==> src/rtl/cart_bank_pkg.sv <==
package cart_bank_pkg;
  // Strobes from the bus decoder to the bank datapath
  typedef struct packed {
    logic       loadBank;   // I/O page write, offset below $80
    logic       turnOff;    // I/O page write, offset exactly $80
    logic [7:0] offset;     // page offset carried by the address
    logic       winAccess;  // valid cycle inside the memory window
    logic       winWrite;   // that cycle is a write
  } ctrlStrobe_t;
endpackage

==> src/rtl/cart_bank_ctrl.sv <==
module cart_bank_ctrl
  import cart_bank_pkg::*;
#(
  parameter int          ADDR_W   = 16,
  parameter int          WIN_BITS = 13,
  parameter logic [7:0]  IO_PAGE  = 8'hD5,
  parameter logic [15:0] WIN_BASE = 16'hA000
) (
  input  logic              busValid,
  input  logic              busWrite,
  input  logic [ADDR_W-1:0] busAddr,
  output ctrlStrobe_t       strobe
);
  localparam int HI_W = ADDR_W - WIN_BITS;

  logic pageWrite;
  logic [7:0] pageOff;

  always_comb begin
    pageOff   = busAddr[7:0];
    pageWrite = busValid && busWrite && (busAddr[ADDR_W-1:8] == IO_PAGE);
    strobe.loadBank  = pageWrite && !pageOff[7];
    strobe.turnOff   = pageWrite && (pageOff == 8'h80);
    strobe.offset    = pageOff;
    strobe.winAccess = busValid &&
                       (busAddr[ADDR_W-1:WIN_BITS] == WIN_BASE[ADDR_W-1 -: HI_W]);
    strobe.winWrite  = busWrite;
  end
endmodule

==> src/rtl/cart_bank_dpath.sv <==
module cart_bank_dpath
  import cart_bank_pkg::*;
#(
  parameter int BANK_BITS     = 7,
  parameter int WIN_BITS      = 13,
  parameter int SPLIT_BIT     = 6,
  parameter int DEV0_BANK_BITS = 6,
  parameter int DEV1_BANK_BITS = 6,
  localparam int SOCK_BITS = (BANK_BITS > SPLIT_BIT) ? SPLIT_BIT : BANK_BITS,
  localparam int MEM_W     = SOCK_BITS + WIN_BITS
) (
  input  logic                clk,
  input  logic                rstN,
  input  ctrlStrobe_t         strobe,
  input  logic [WIN_BITS-1:0] winOff,
  input  logic                wrProtect,
  output logic [MEM_W-1:0]    memAddr,
  output logic [1:0]          chipSel,
  output logic [1:0]          chipWe,
  output logic                cartAbsent
);
  localparam logic [SOCK_BITS-1:0] MASK0 =
    SOCK_BITS'((64'd1 << DEV0_BANK_BITS) - 64'd1);
  localparam logic [SOCK_BITS-1:0] MASK1 =
    SOCK_BITS'((64'd1 << DEV1_BANK_BITS) - 64'd1);

  logic [BANK_BITS-1:0] bankReg;
  logic                 cartOn;
  logic                 upperSock;
  logic [SOCK_BITS-1:0] sockBank;

  always_ff @(posedge clk) begin
    if (!rstN) begin
      bankReg <= '0;
      cartOn  <= 1'b1;
    end else if (strobe.turnOff) begin
      cartOn  <= 1'b0;
    end else if (strobe.loadBank) begin
      bankReg <= strobe.offset[BANK_BITS-1:0];
      cartOn  <= 1'b1;
    end
  end

  generate
    if (BANK_BITS > SPLIT_BIT) begin : g_twoSock
      assign upperSock = bankReg[SPLIT_BIT];
    end else begin : g_oneSock
      assign upperSock = 1'b0;
    end
  endgenerate

  always_comb begin
    sockBank   = bankReg[SOCK_BITS-1:0] & (upperSock ? MASK1 : MASK0);
    memAddr    = {sockBank, winOff};
    chipSel[0] = strobe.winAccess && cartOn && !upperSock;
    chipSel[1] = strobe.winAccess && cartOn && upperSock;
    chipWe[0]  = chipSel[0] && strobe.winWrite && !wrProtect;
    chipWe[1]  = chipSel[1] && strobe.winWrite;
    cartAbsent = !cartOn;
  end
endmodule

==> src/rtl/cart_bank.sv <==
module cart_bank
  import cart_bank_pkg::*;
#(
  parameter int BANK_BITS      = 7,
  parameter int DEV0_BANK_BITS = 6,
  parameter int DEV1_BANK_BITS = 6,
  localparam int ADDR_W    = 16,
  localparam int WIN_BITS  = 13,
  localparam int SPLIT_BIT = 6,
  localparam int SOCK_BITS = (BANK_BITS > SPLIT_BIT) ? SPLIT_BIT : BANK_BITS,
  localparam int MEM_W     = SOCK_BITS + WIN_BITS
) (
  input  logic              clk,
  input  logic              rstN,
  input  logic              busValid,
  input  logic              busWrite,
  input  logic [ADDR_W-1:0] busAddr,
  input  logic              wrProtect,
  output logic [MEM_W-1:0]  memAddr,
  output logic [1:0]        chipSel,
  output logic [1:0]        chipWe,
  output logic              cartAbsent
);
  ctrlStrobe_t strobe;

  cart_bank_ctrl #(
    .ADDR_W(ADDR_W), .WIN_BITS(WIN_BITS)
  ) u_ctrl (
    .busValid(busValid), .busWrite(busWrite), .busAddr(busAddr),
    .strobe(strobe)
  );

  cart_bank_dpath #(
    .BANK_BITS(BANK_BITS), .WIN_BITS(WIN_BITS), .SPLIT_BIT(SPLIT_BIT),
    .DEV0_BANK_BITS(DEV0_BANK_BITS), .DEV1_BANK_BITS(DEV1_BANK_BITS)
  ) u_dpath (
    .clk(clk), .rstN(rstN), .strobe(strobe),
    .winOff(busAddr[WIN_BITS-1:0]), .wrProtect(wrProtect),
    .memAddr(memAddr), .chipSel(chipSel), .chipWe(chipWe),
    .cartAbsent(cartAbsent)
  );
endmodule

==> config.mk <==
export PLATFORM = sky130hd
export DESIGN_NAME = cart_bank
export DESIGN_NICKNAME = d
export VERILOG_FILES = /design/src/rtl/cart_bank_pkg.sv /design/src/rtl/cart_bank_ctrl.sv /design/src/rtl/cart_bank_dpath.sv /design/src/rtl/cart_bank.sv
export SDC_FILE = /design/constraint.sdc
export NUM_CORES = 1
export LEC_CHECK = 0
export ABC_AREA = 1
export BUFFER_PORTS_ARGS = -buffer_cell sky130_fd_sc_hd__buf_2
export CAP_MARGIN = 10
export CORE_MARGIN = 2
export CORE_UTILIZATION = 43
export DETAILED_ROUTE_END_ITERATION = 8
export MAX_ROUTING_LAYER = met4
export PLACE_DENSITY = 0.85
export SETUP_SLACK_MARGIN = 0.05
export SLEW_MARGIN = 20
export SYNTH_ARGS = -nofsm -noshare
export SYNTH_HDL_FRONTEND = slang
export SYNTH_SLANG_ARGS = --single-unit
==> constraint.sdc <==
create_clock -name clk -period 2.4 [get_ports clk]
set_input_delay 0.36 -clock clk [delete_from_list [all_inputs] [get_ports clk]]
set_output_delay 0.36 -clock clk [all_outputs]
set_load 0.05 [all_outputs]
==> results.toml <==
[cts]
clk_pin_slew_ns = 0.05
cts_root_buffer = "clkbuf_4"
htree_levels = 1
clk_path_buf_depth = 2
insertion_delay_ns = 0.24
cts_buffers = 3
post_cts_buffers = 0
cts_tree = "yes"
cts.sinks = 8
cts_resized = 0
hold_buffers = 0

[logic_synthesis]
synth_edf_count = 0
avgSynthCellArea_um2 = 6.27
synth_cell_types = 14
netlist_top_cells_area = "dfxtp_1, buf_4, nor2_1"
ys.flop_type = "dfxtp_1"
synthArstFlopShare_pct = 0
yosys.area.top_type = "dfxtp_1"
ys_warn_count = 0
synth-seq-cells = 8
synthMostInstantiatedCell = "nor2_1"
synth_commonest_cells = "nor2_1, buf_4, inv_1, nand2_1, nand4_1"
yosysSeqAreaShare_pct = 24.1
syn-num-nets = 127
synth_top_cell_area_share_pct = 24.1
syn_area_um2 = 664
synthCells = 106

[pwr]
power.density_nw_per_um2 = 427
leakage_uw = 0.000469
ir_drop_mv = 0.304

[floorplan]
dieWidth_um = 43.3
dieArea_um2 = 1880
rows = 14
core_area_um2 = 1470
io_pins = 45
initial_utilization_pct = 45.2
dieHeight_um = 43.3

[critical_path]
critPathRequiredTime_ns = 2.04
reg2reg_depth = 4
path_cells = "buf_2 -> nand2_1 -> inv_1 -> nand2_1 -> nor4_2 -> buf_2"
max_stage_delay_ns = 0.30
setup.worst_path.end_class = "output pin"
r2r_start = "u_dpath.cartOn"
crit_arrival_ns = 1.32
rrSetupSlack_ns = 1.77
cp_slowest_cell = "buf_2"
crit_type = "primary input to output pin"
worstSetupStartpointType = "primary input"
r2r_end = "u_dpath.cartOn"
worstPathMaxFanout = 11

[hold_path]
hold_end = "u_dpath.cartOn"
min-delay-start = "rstN"
min_path_cells = 2
hold_path_class = "primary input to flip-flop"

[placed_design]
post-place-cells = 145
gp_congestion = 0.810
portBuffers = 44
hpwl_um = 1150

[global_routing]
use_met2_pct = 23.9
met1_usage_pct = 17.5
grt_usage_pct = 15.0
gr-max-usage-layer = "met2"
overflow = 0
use_met3_pct = 4.68
antenna_found_initial = 0
grt_pass1_wl_um = 2140
grt_max_degree = 12
grt_pass1_vias = 577

[route]
drt-wirelength-per-cell_um = 8.76
drt_pass1_iterations = 4
route.detailed.drc = 0
drtIter0Drc = 7
ant_nets = 0
vias_per_cell = 4.54
num_vias = 672
wirelength_um = 1300

[sta]
worst_pin_slew_ns = 0.307
max_freq_ghz = 0.594
finClkSkew_ns = 0
timing.slew.headroom_pct = 79.5
hold_viol_final = 0
timing.hold.ws_ns = 0.351
rsz0062_at_grt = "false"
tns_ns = 0
period_needed_ns = 1.68
slew_violations = 0
fin_crit_sh_pct = 70.1
setup_viol = 0

[layout]
multiInputGateArea_um2 = 280
fin_nets = 155
instances_no_fill = 148
fillCellCount = 161
drive_gt1_share_pct = 40.2
ff_latch_area_um2 = 160
area_growth_pct = 16.6
num_antenna_cells = 0

[outcome]
status = "finished, final reports clean"

[run]
drv_cap = 0
routing by layer:
metal  vias to the layer above  part of all wire (%)
li1                        356                     -
met1                       292                    40
met2                        24                    52
met3                         0                   7.9
met4                         0                     0
met5                         -                     0
final cells by class:
cell class / count / area share, %
clock buffer: 3 / 2.91
inverter: 19 / 9.21
multi-input combinational: 58 / 36.2
sequential: 8 / 20.7
tap: 16 / 2.58
timing repair buffer: 44 / 28.4
metrics by stage:
step | power (µW) | instance area, µm² | worst slack (ns) | util (%)
global route | 349 | 774 | 0.536 | 52.6
global placement | 234 | 752 | 0.760 | 51.1
finish | 330 | 774 | 0.717 | 52.6
floorplan | 220 | 671 | 0.136 | -
CTS | 334 | 774 | 0.705 | 52.6
detailed placement | 236 | 752 | 0.708 | 51.1
how the worst max path moves through the flow:
stage                        start         to  slack, ns  depth (start not counted)
floorplan           u_dpath.cartOn  chipWe[1]       0.14                          4
global placement          busValid  chipWe[0]       0.76                          6
detailed placement        busValid  chipWe[0]       0.71                          6
CTS                 u_dpath.cartOn  chipWe[0]       0.70                          5
global route        u_dpath.cartOn  chipWe[1]       0.54                          5
finish                    busValid  chipWe[0]       0.72                          6
worst max-delay path, delay by kind of cell:
kind | cells | cell delay, ns
buffers and inverters | 3 | 0.61
and+or+nand+nor | 3 | 0.35
flip-flops by register name, indices dropped and copies added (netlist names):
register,count
u_dpath.bankReg,7
u_dpath.cartOn,1
cell families (layout without fill, tap and decap cells):
family / Yosys count / count (layout) / share of synthesized area (%)
buffers and inverters: 40 / 66 / 34.7
DFF: 8 / 8 / 24.1
and+or+nand+nor: 58 / 58 / 41.2
report_power, final:
| group | leakage [µW] | total, µW | switching [µW] | internal, µW |
|---|---|---|---|---|
| Combinational | 0.000391 | 99.3 | 73.3 | 26.1 |
| Sequential | 0.0000644 | 133 | 0.0417 | 133 |
| Clock | 0.0000138 | 98.0 | 41.1 | 56.9 |
| Total | 0.000469 | 330 | 114 | 216 |
placed cells by master, fill, tap and decap left out, types with 2 or more instances in the layout:
| cell | instances |
|---|---|
| inv_1 | 19 |
| buf_2 | 44 |
| nand3_1 | 2 |
| clkbuf_4 | 3 |
| nor3_1 | 2 |
| nand2_1 | 19 |
| nor2_1 | 20 |
| dfxtp_1 | 8 |
| nand4_1 | 9 |
| nor2_4 | 2 |
| nor2_2 | 2 |
No activity file was read; power rests on OpenSTA's default activity.
